`config.mk`:
```
export PLATFORM = sky130hd
export DESIGN_NAME = led_blink_seq
export DESIGN_NICKNAME = d
export VERILOG_FILES = /design/src/rtl/led_seq_pkg.sv /design/src/rtl/led_seq_sync.sv /design/src/rtl/led_seq_prio.sv /design/src/rtl/led_seq_timer.sv /design/src/rtl/led_seq_pattern.sv /design/src/rtl/led_blink_seq.sv
export SDC_FILE = /design/constraint.sdc
export NUM_CORES = 1
export LEC_CHECK = 0
export CORE_ASPECT_RATIO = 1.5
export CORE_MARGIN = 10
export CORE_UTILIZATION = 57
export DETAILED_ROUTE_END_ITERATION = 10
export HOLD_SLACK_MARGIN = 0.1
export PLACE_DENSITY = 0.78
export SYNTH_ARGS = -nofsm -noshare
export SYNTH_HDL_FRONTEND = slang
export SYNTH_SLANG_ARGS = --single-unit
```
`constraint.sdc`:
```
create_clock -name clk -period 2.7 [get_ports clk]
set_input_delay 0.405 -clock clk [delete_from_list [all_inputs] [get_ports clk]]
set_output_delay 0.405 -clock clk [all_outputs]
set_load 0.02 [all_outputs]
```
`src/rtl/led_seq_pkg.sv`:
```
// Package: shared types and constants for the status LED sequencer.
// Assumes an eight-slot frame; on-counts per condition are fixed here.
package led_seq_pkg;

    localparam int FRAME_SLOTS = 8;
    localparam int SLOT_W      = $clog2(FRAME_SLOTS);
    localparam int STS_W       = 4;

    // Raw status vector bit positions (all active low).
    localparam int STS_EXT  = 0;
    localparam int STS_PG   = 1;
    localparam int STS_EN   = 2;
    localparam int STS_DONE = 3;

    // Resolved condition; higher encoding = higher priority.
    typedef enum logic [2:0] {
        COND_SW   = 3'd0,
        COND_DONE = 3'd1,
        COND_EN   = 3'd2,
        COND_PG   = 3'd3,
        COND_EXT  = 3'd4
    } cond_e;

    // Number of lit slots at the head of the frame for each condition.
    function automatic logic [SLOT_W:0] lit_slots(input cond_e c);
        case (c)
            COND_EXT:  lit_slots = (SLOT_W+1)'(8);
            COND_PG:   lit_slots = (SLOT_W+1)'(5);
            COND_EN:   lit_slots = (SLOT_W+1)'(4);
            COND_DONE: lit_slots = (SLOT_W+1)'(1);
            default:   lit_slots = '0;
        endcase
    endfunction

endpackage

```
`src/rtl/led_seq_sync.sv`:
```
// Module: multi-stage synchroniser for the active-low status inputs.
// Assumes inputs are quasi-static levels; resets to all-ones (inactive).
// USE_SYNC = 0 selects a pass-through for inputs already in the clock domain.
module led_seq_sync #(
    parameter int W        = 4,
    parameter int STAGES   = 2,
    parameter bit USE_SYNC = 1'b1
) (
    input  logic         clk,
    input  logic         rst_n,
    input  logic [W-1:0] din,
    output logic [W-1:0] dout
);

    generate
        if (USE_SYNC) begin : g_sync
            logic [W-1:0] stg [STAGES];
            logic         armed_q;

            // Shift the raw levels through the flop chain.
            always_ff @(posedge clk) begin
                if (!rst_n) begin
                    for (int i = 0; i < STAGES; i++) stg[i] <= '1;
                end else begin
                    stg[0] <= din;
                    for (int i = 1; i < STAGES; i++) stg[i] <= stg[i-1];
                end
            end

            // Mark that at least one non-reset edge has loaded stage 0.
            always_ff @(posedge clk) begin
                if (!rst_n) armed_q <= 1'b0;
                else        armed_q <= 1'b1;
            end

            assign dout = stg[STAGES-1];

            AST_FIRST_STAGE_CAPTURE: assert property (@(posedge clk) disable iff (!rst_n)
                armed_q |-> (stg[0] == $past(din)));
        end else begin : g_bypass
            assign dout = din;
        end
    endgenerate

endmodule

```
`src/rtl/led_seq_prio.sv`:
```
// Module: fixed-priority resolver from synchronised status to one condition.
// Assumes active-low status bits in the package's bit positions.
module led_seq_prio
    import led_seq_pkg::*;
(
    input  logic [STS_W-1:0] sts_n,
    output cond_e            cond
);

    // Pick the highest-priority active condition, else software control.
    always_comb begin
        if (!sts_n[STS_EXT])       cond = COND_EXT;
        else if (!sts_n[STS_PG])   cond = COND_PG;
        else if (!sts_n[STS_EN])   cond = COND_EN;
        else if (!sts_n[STS_DONE]) cond = COND_DONE;
        else                       cond = COND_SW;
    end

endmodule

```
`src/rtl/led_seq_timer.sv`:
```
// Module: condition register plus slot timer.
// Holds the displayed condition; restarts the frame on any condition change.
// Assumes SLOT_CYCLES >= 1.
module led_seq_timer
    import led_seq_pkg::*;
#(
    parameter int SLOT_CYCLES = 25_000_000
) (
    input  logic              clk,
    input  logic              rst_n,
    input  cond_e             cond_in,
    output cond_e             cond_q,
    output logic [SLOT_W-1:0] slot_q
);

    localparam int CNT_W = (SLOT_CYCLES > 1) ? $clog2(SLOT_CYCLES) : 1;
    localparam logic [CNT_W-1:0] CNT_LAST = CNT_W'(SLOT_CYCLES - 1);

    logic [CNT_W-1:0] cnt_q;

    // Latch the condition, count cycles in the slot, step the slot index.
    always_ff @(posedge clk) begin
        if (!rst_n) begin
            cond_q <= COND_SW;
            cnt_q  <= '0;
            slot_q <= '0;
        end else if (cond_in != cond_q) begin
            cond_q <= cond_in;
            cnt_q  <= '0;
            slot_q <= '0;
        end else if (cnt_q == CNT_LAST) begin
            cnt_q  <= '0;
            slot_q <= slot_q + 1'b1;
        end else begin
            cnt_q  <= cnt_q + 1'b1;
        end
    end

    AST_RESTART_ON_CHANGE: assert property (@(posedge clk) disable iff (!rst_n)
        (cond_in != cond_q) |=> (slot_q == '0 && cnt_q == '0));
    AST_SLOT_STEP: assert property (@(posedge clk) disable iff (!rst_n)
        (cond_in == cond_q && cnt_q == CNT_LAST) |=> (slot_q == SLOT_W'($past(slot_q) + 1'b1)));
    AST_SLOT_HOLD: assert property (@(posedge clk) disable iff (!rst_n)
        (cond_in == cond_q && cnt_q != CNT_LAST) |=> $stable(slot_q));
    AST_CNT_BOUND: assert property (@(posedge clk) disable iff (!rst_n)
        cnt_q <= CNT_LAST);

endmodule

```
`src/rtl/led_seq_pattern.sv`:
```
// Module: registered LED drive from the condition, slot index and software bits.
// A status condition lights the head of the frame; otherwise software decides.
module led_seq_pattern
    import led_seq_pkg::*;
(
    input  logic              clk,
    input  logic              rst_n,
    input  cond_e             cond,
    input  logic [SLOT_W-1:0] slot,
    input  logic [1:0]        sw_led,
    output logic              led
);

    // Register the lit/dark decision for the current slot.
    always_ff @(posedge clk) begin
        if (!rst_n)              led <= 1'b0;
        else if (cond == COND_SW) led <= &sw_led;
        else                     led <= ({1'b0, slot} < lit_slots(cond));
    end

    AST_EXT_ALWAYS_LIT: assert property (@(posedge clk) disable iff (!rst_n)
        (cond == COND_EXT) |=> led);
    AST_PG_TAIL_DARK: assert property (@(posedge clk) disable iff (!rst_n)
        (cond == COND_PG && slot >= SLOT_W'(5)) |=> !led);
    AST_EN_HALF: assert property (@(posedge clk) disable iff (!rst_n)
        (cond == COND_EN) |=> (led == !$past(slot[SLOT_W-1])));
    AST_DONE_SINGLE: assert property (@(posedge clk) disable iff (!rst_n)
        (cond == COND_DONE && slot != '0) |=> !led);
    AST_SW_DARK: assert property (@(posedge clk) disable iff (!rst_n)
        (cond == COND_SW && sw_led != 2'b11) |=> !led);

endmodule

```
`src/rtl/led_blink_seq.sv`:
```
// Module: top of the prioritized status LED blink sequencer.
// Chain: synchroniser -> priority resolver -> condition/slot timer -> LED register.
// Assumes a synchronous active-low reset and level status inputs.
module led_blink_seq
    import led_seq_pkg::*;
#(
    parameter int SLOT_CYCLES = 25_000_000,
    parameter int SYNC_STAGES = 2,
    parameter bit USE_SYNC    = 1'b1
) (
    input  logic       clk,
    input  logic       rst_n,
    input  logic       ext_rst_n,
    input  logic       pwr_good,
    input  logic       board_en_n,
    input  logic       cfg_done,
    input  logic [1:0] sw_led,
    output logic       led
);

    logic [STS_W-1:0]  sts_raw;
    logic [STS_W-1:0]  sts_sync;
    cond_e             cond_now;
    cond_e             cond_q;
    logic [SLOT_W-1:0] slot_q;

    // Pack the raw status levels into their fixed bit positions.
    always_comb begin
        sts_raw           = '1;
        sts_raw[STS_EXT]  = ext_rst_n;
        sts_raw[STS_PG]   = pwr_good;
        sts_raw[STS_EN]   = board_en_n;
        sts_raw[STS_DONE] = cfg_done;
    end

    led_seq_sync #(
        .W        (STS_W),
        .STAGES   (SYNC_STAGES),
        .USE_SYNC (USE_SYNC)
    ) u_sync (
        .clk   (clk),
        .rst_n (rst_n),
        .din   (sts_raw),
        .dout  (sts_sync)
    );

    led_seq_prio u_prio (
        .sts_n (sts_sync),
        .cond  (cond_now)
    );

    led_seq_timer #(
        .SLOT_CYCLES (SLOT_CYCLES)
    ) u_timer (
        .clk     (clk),
        .rst_n   (rst_n),
        .cond_in (cond_now),
        .cond_q  (cond_q),
        .slot_q  (slot_q)
    );

    led_seq_pattern u_pattern (
        .clk    (clk),
        .rst_n  (rst_n),
        .cond   (cond_q),
        .slot   (slot_q),
        .sw_led (sw_led),
        .led    (led)
    );

    AST_EXT_WINS: assert property (@(posedge clk) disable iff (!rst_n)
        !sts_sync[STS_EXT] |=> (cond_q == COND_EXT));
    AST_PG_OVER_LOWER: assert property (@(posedge clk) disable iff (!rst_n)
        (sts_sync[STS_EXT] && !sts_sync[STS_PG]) |=> (cond_q == COND_PG));

endmodule

```
# Yosys cells after proc, flatten, opt, wreduce, memory -nomap -nowiden
# Memories as Yosys holds them, arrays and structs flattened.
# Cells that the tools add are included.
# word_totals
mem_bits_ro	0
ram_bits	8
inputBits	8
wordCells	33
latch_bits	0
ff_bits	32
n_memories	1
output_inout_bits	1
# classes
n_bitwise	3
reduce_logical	4
n_eq_ne	6
add_sub_neg	2
mux	12
n_mul	0
order_cmp	1
n_shift	0
div	0
# memory_table
name	depth	word_bits	read_ports	rd_clocked_by_memory_dff	write_ports	line_no	source
u_sync.g_sync.stg	2	4	2	0	2	led_seq_sync.sv:17	logic [W-1:0] stg [STAGES];
# ops
op	count
$add 25x1->25 const B	1
$eq 25x25->1 const B	1
$mux 4	4
$pmux 4 s4	1
$mux 3	3
$eq 3x2->1 const B	2
$lt 3x4->1	1
$mux 1	4
$add 3x1->3 const B	1
$eq 3x1->1 const B	1
$eq 3x3->1 const B	1
$logic_not 3->1	1
$ne 3x3->1	1
$reduce_or 3->1	1
$or 1x1->1	2
$reduce_and 2->1	1
$reduce_or 2->1	1
$not 1->1	1

# Depth between registers and ports, before layout
# Gate-level depths: netlist (run 1).
# An unclocked memory read counts as a cell.
# depth
depth_word	7
depth_mapped	7
depth_no_buf	6

# By module
# A second synthesis (run 1) with hierarchy kept.
# unflattened
hier_cells	196
area_unflattened_um2	1775.5
# modules_own_cells
module	cells_each	area_per_inst_um2	instances	seq_area_each_um2
led_seq_timer	163	1433.9	1	620.6
led_seq_sync	20	240.2	1	160.2
led_seq_pattern	9	77.6	1	20.0
led_seq_prio	4	23.8	1	0.0

# Least setup slack after synthesis (run 1)
# OpenSTA, ideal clock, no wires.
# synth_timing
path_type	register to register
startpoint	register u_timer.cnt_q[15]
endpoint	register u_timer.cnt_q[2]
stages_incl_launch_ff	7
n_path_buf	1
t_required_ns	2.585
setup_time_ns	0.115
t_arrival_ns	2.087
path_slack_ns	0.498
synth_period_minus_slack_ns	2.202
cell_sequence	dfxtp_1 or4_1 or4_4 or3_1 nand4_2 buf_6 nor2_1
# synth_via
elab_chain_cells	2
# synth_rtl
element	line_no	source
start, declared	led_seq_timer.sv:19	logic [CNT_W-1:0] cnt_q;
start signal, assigned	led_seq_timer.sv:35	cnt_q <= cnt_q + 1'b1;
$eq 25x25->1	led_seq_timer.sv:31	end else if (cnt_q == CNT_LAST) begin
$reduce_or 3->1 (no line)	--	
# No other way between the ends.
# A chain may end at the register's enable or synchronous reset.

# Worst setup path in the final report (run 1)
# layout_timing
startpoint	register u_timer.cnt_q[15]
endpoint	register u_timer.cnt_q[12]
# The elaborated chain is that of the path after synthesis.

==> metrics.cfg, run 1 <==
[place]
portBuffers = 8
dp_slack_ns = 0.240
dp_cells = 222
place.gp.congestion = 0.810
dpl.hpwl_um = 2220

[synthesis]
synth_cells = 178
synth_common_cells = dfxtp_1, nor2_1, xor2_1
ys_ff_latch = 40
ys.flop_type = dfxtp_1
synthTopCellsByArea = dfxtp_1, xor2_1, nor2_1
yosysSeqAreaShare = 0.484
synthDistinctLibCells = 34
synth.most_common_cell = dfxtp_1
syn_nets = 189
netlist_area_mm2 = 0.00165
synth_top_area_frac = 0.484
avgSynthCellArea_um2 = 9.29
synth_edf_count = 0
synth_top_cell_by_area = dfxtp_1
yosysWarnings = 0
async_flop_share = 0

[global_routing]
antenna_found_initial = 0
grt_max_degree = 26
first_global_vias = 1295
grt_pass1_wl_um = 5230
grt_usage = 0.114
grt-ovfl-total = 0

[finish]
drive_above_1_share = 0.0829
num_antenna_cells = 0
area_growth_pct = 12.6
final_core_util = 0.681
fin_nets = 203
final_cells = 230

[critical_path]
cp-startpoint = u_timer.cnt_q[15]$_SDFF_PP0_
r2r_end = u_timer.cnt_q[12]$_SDFF_PP0_
cp.arrival_ns = 2.63
crit_path_start_kind = flop
crit_type = reg -> reg
critPathCapture = u_timer.cnt_q[12]$_SDFF_PP0_
worstPathRequired_ns = 2.84
cp-end-kind = flop
r2r_start = u_timer.cnt_q[15]$_SDFF_PP0_
crit_fanout = 25
rrSetupSlack_ns = 0.22
r2r_cells = 5

[drt]
wl_um = 2940
drc = 0
drt-pass1-iter-count = 4
route.detailed.wl_per_inst_um = 12.8
via_count = 1245
postRouteAntennaNets = 0
drt_iter0_drc = 63
viasPerCell = 5.41

[cts]
cts_tree = done
cts_setup_buffers = 0
ctsResizeCount = 0
clk_latency_ns = 0.28
cts_root_buf = clkbuf_8
cts_hold_repair.buffers = 0
numCtsBuffers = 5
cts_max_level = 2
cts_max_path_buffers = 2
clock_sinks = 40
clkTransAtPathRegs_ns = 0.07

[power_and_ir_drop]
peakVddDrop_mv = 0.447
power.internal_uw = 829
combPwrFrac = 0.051
clock_power_share = 0.371
switchingPower_uw = 221
p_seq_frac = 0.579
swShare = 0.210
powerDensity_mw_per_mm2 = 564
p_leak_uw = 0.000647

[sta]
setup_slack_ns = 0.217
setup_tns_ns = 0
final-hold-violation-count = 0
setup_viol = 0
fmax_mhz = 403
max_slew_margin = 0.577
min_period_over_period = 0.920
post-route-min-period_ns = 2.48
tightest_slew_ns = 0.633
fin_skew_ns = 0.00654
slew_viol_final = 0
grt_setup_unrepaired = false

[floorplanning]
dieArea_mm2 = 0.00550
dieHeight_um = 86.0
dieWidth_um = 64.0
rows = 23
initial_utilization = 0.605
num_io_pins = 9
coreArea_mm2 = 0.00273

[worst_hold_path]
hold_path_class = reg -> reg
worstHoldPathCells = 1

[job]
drv_cap = 0

[run_status]
outcome = complete, no violations

[power groups by stage]
stage / Combinational, uW / Clock (uW) / Sequential, uW
floorplan: 37.6 / 0 / 621
global placement: 51.1 / 0 / 621
detailed placement: 53.7 / 0 / 622
CTS: 54.0 / 403 / 608
global route: 60.7 / 431 / 609
finish: 53.1 / 389 / 608
[worst min-delay path by stage]
stage / from / endpoint / slack [ns]
after floorplan: u_sync.g_sync.stg[0][0]$_SDFF_PN1_ / u_sync.g_sync.stg[0][4]$_SDFF_PN1_ / 0.39
after global placement: u_sync.g_sync.stg[0][0]$_SDFF_PN1_ / u_sync.g_sync.stg[0][4]$_SDFF_PN1_ / 0.39
after detailed placement: u_sync.g_sync.stg[0][0]$_SDFF_PN1_ / u_sync.g_sync.stg[0][4]$_SDFF_PN1_ / 0.40
after CTS: u_sync.g_sync.stg[0][1]$_SDFF_PN1_ / u_sync.g_sync.stg[0][5]$_SDFF_PN1_ / 0.41
after global routing: u_sync.g_sync.stg[0][1]$_SDFF_PN1_ / u_sync.g_sync.stg[0][5]$_SDFF_PN1_ / 0.42
final: u_sync.g_sync.stg[0][1]$_SDFF_PN1_ / u_sync.g_sync.stg[0][5]$_SDFF_PN1_ / 0.41
[stage by stage]
step                power (uW)  hold WS (ns)  area (um2)
finish                    1050         0.409        1860
global route              1100         0.421        1860
CTS                       1060         0.414        1860
detailed placement         675         0.396        1770
global placement           672         0.388        1770
floorplan                  659         0.386        1650
[state kept, by name, summed over array words and instances (netlist names)]
| signal | cells |
|---|---|
| u_sync.g_sync.stg | 8 |
| u_timer.cond_q | 3 |
| u_timer.cnt_q | 25 |
| u_timer.slot_q | 3 |
| u_pattern.led | 1 |
[layer usage]
metal  GRT usage  up-vias  wire length [um]  share of wire
met5           0        -                 0              0
met4      0.0399        0                19         0.0065
met3      0.0352        2                88          0.030
met2       0.218       20              1640           0.56
met1       0.110      597              1190           0.40
li1            -      626                 -              -
[layout make-up]
cell class / count / area (um2)
timing repair buffer: 10 / 95.1
fill: 231 / 872
sequential: 40 / 801
clock inverter: 2 / 10.0
multi-input combinational: 132 / 816
clock buffer: 6 / 82.6
inverter: 3 / 11.3
tap: 37 / 46.3
[cells in the final DEF, fill, tap and decap left out, types with 2 or more instances in the layout]
cell             instances
nand3_1                 13
buf_4                    2
xor2_1                  17
nand4_1                  6
clkdlybuf4s50_1          8
nor3_1                   4
a21oi_1                  3
nand2_1                 10
and3_1                   3
nand2b_1                10
xnor2_1                  9
nor2_1                  33
nor4_1                   3
ha_1                     3
clkinv_2                 2
dfxtp_1                 40
clkbuf_8                 6
inv_1                    3
[critical path: stages, from the launching register on]
cell,delay [ns]
dfxtp_1,0.36
or4_1,0.54
or4_4,0.53
or3_1,0.40
nand4_2,0.40
nor2_1,0.11
[cells by family (layout without fill, tap and decap cells)]
family,Yosys count,in the layout,synth area share
buffers and inverters,6,21,0.0227
AND/OR/NAND/NOR,94,94,0.294
AO/OA/AOI/OAI,7,7,0.0257
XOR/XNOR,26,26,0.138
adder cells (fa/ha/maj),3,3,0.0227
multiplexers,2,2,0.0129
flip-flops,40,40,0.484
No activity file was read; power rests on OpenSTA's default activity.
==> run 2: changes to the inputs <==
- RECOVER_POWER: default -> 50
==> metrics.cfg, run 2 (same netlist as run 1, synthesis figures left out) <==
[floorplanning]
num_io_pins = 9
dieArea_mm2 = 0.00550
initial_utilization = 0.605
rows = 23
dieHeight_um = 86.0
dieWidth_um = 64.0
coreArea_mm2 = 0.00273

[run_status]
outcome = complete, no violations

[place]
portBuffers = 8
place.gp.congestion = 0.810
dp_slack_ns = 0.240
dpl.hpwl_um = 2220

[global_routing]
grt_usage = 0.114
grt_pass1_wl_um = 5230
grt-ovfl-total = 0
antenna_found_initial = 0
first_global_vias = 1295
grt_max_degree = 26

[worst_hold_path]
hold_path_class = reg -> reg

[sta]
setup_tns_ns = 0
min_period_over_period = 0.926
post-route-min-period_ns = 2.50
setup_slack_ns = 0.199
setup_viol = 0
tightest_slew_ns = 0.631
fin_skew_ns = 0.00635
grt_setup_unrepaired = false
max_slew_margin = 0.579
fmax_mhz = 400
slew_viol_final = 0
final-hold-violation-count = 0

[power_and_ir_drop]
swShare = 0.212
power.internal_uw = 828
switchingPower_uw = 223
clock_power_share = 0.372
p_seq_frac = 0.578
power_uw = 1050
p_leak_uw = 0.000645
powerDensity_mw_per_mm2 = 567
combPwrFrac = 0.049
peakVddDrop_mv = 0.446

[finish]
layout_common_cells = dfxtp_1, nor2_1, xor2_1, nand3_1
fillerInstances = 235
mostFrequentLayoutCell = dfxtp_1
largest_reg_flops = 25
drive_above_1_share = 0.0725
num_antenna_cells = 0
reg_top3 = u_timer.cnt_q: 25 flops, u_sync.g_sync.stg: 8 flops
fin_nets = 203
area_growth_pct = 12.1
top_register = u_timer.cnt_q

[drt]
drt_iter0_drc = 67
viasPerCell = 5.44
via_count = 1252
postRouteAntennaNets = 0
drc = 0
wl_um = 2970
drt-pass1-iter-count = 4
route.detailed.wl_per_inst_um = 12.9

[critical_path]
rrSetupSlack_ns = 0.20
crit_fanout = 25
worstPathRequired_ns = 2.85
cp-end-kind = flop
crit_path_start_kind = flop
cp.arrival_ns = 2.65
crit_type = reg -> reg

[cts]
clock_sinks = 40
cts_setup_buffers = 0
cts_root_buf = clkbuf_8
cts_tree = done
cts_max_level = 2
cts_max_path_buffers = 2
clk_latency_ns = 0.28
clkTransAtPathRegs_ns = 0.08
ctsResizeCount = 0
numCtsBuffers = 5
cts_hold_repair.buffers = 0

[job]
drv_cap = 0

-- run 2: changes by cell type in the layout (fill, tap and decap cells not counted) --
cell | previous run | this run
clkdlybuf4s50_1 | 8 | 6
dlygate4sd3_1 | 0 | 2
buf_4 | 2 | 1
clkbuf_1 | 0 | 1
or4_1 | 1 | 2
or4_4 | 1 | 0
-- run 2: layout make-up --
class / instances / area, um2 / area share
multi-input cells: 132 / 812 / 0.438
repair buffers: 10 / 91.3 / 0.0493
clock buffers: 6 / 82.6 / 0.0445
clock inverters: 2 / 10.0 / 0.00540
inverters: 3 / 11.3 / 0.00607
flip-flops and latches: 40 / 801 / 0.432
well taps: 37 / 46.3 / 0.0250
-- run 2: path summary, 6_finish.rpt --
check | depth (start not counted) | to | from
setup / recovery | 5 | u_timer.cnt_q[12]$_SDFF_PP0_ | u_timer.cnt_q[15]$_SDFF_PP0_
hold / removal | 1 | u_sync.g_sync.stg[0][5]$_SDFF_PN1_ | u_sync.g_sync.stg[0][1]$_SDFF_PN1_
setup reg to reg | 5 | u_timer.cnt_q[12]$_SDFF_PP0_ | u_timer.cnt_q[15]$_SDFF_PP0_
hold reg to reg | 1 | u_sync.g_sync.stg[0][5]$_SDFF_PN1_ | u_sync.g_sync.stg[0][1]$_SDFF_PN1_
-- run 2: worst max-delay path, stage by stage, from the launching register on --
cell and delay (ns):
dfxtp_1 0.36, or4_1 0.53, or4_1 0.55, or3_1 0.40, nand4_2 0.40, nor2_1 0.11
-- run 2: metal layers --
metal,part of all wire,vias to the layer above,global-route usage,wire [um]
met3,0.030,2,0.0352,89
met4,0.0064,0,0.0399,19
li1,-,627,-,-
met2,0.55,17,0.218,1640
met5,0,-,0,0
met1,0.41,606,0.110,1220
-- run 2: power by group through the flow --
stage	clock network, uW	registers [uW]	logic, uW
4_1_cts	403	608	54.0
2_1_floorplan	0	621	37.6
3_5_place_dp	0	622	53.7
3_3_place_gp	0	621	51.1
5_1_grt	431	609	59.3
6_report	391	608	51.9
-- run 2: through the flow --
stage          instance area [um2]   util  std cells  hold slack (ns)
6_report                      1850  0.678        230            0.410
5_1_grt                       1850  0.678        230            0.421
4_1_cts                       1860  0.681        230            0.414
3_5_place_dp                  1770  0.647        222            0.396
3_3_place_gp                  1770  0.647        222            0.388
2_1_floorplan                 1650      -        178            0.386
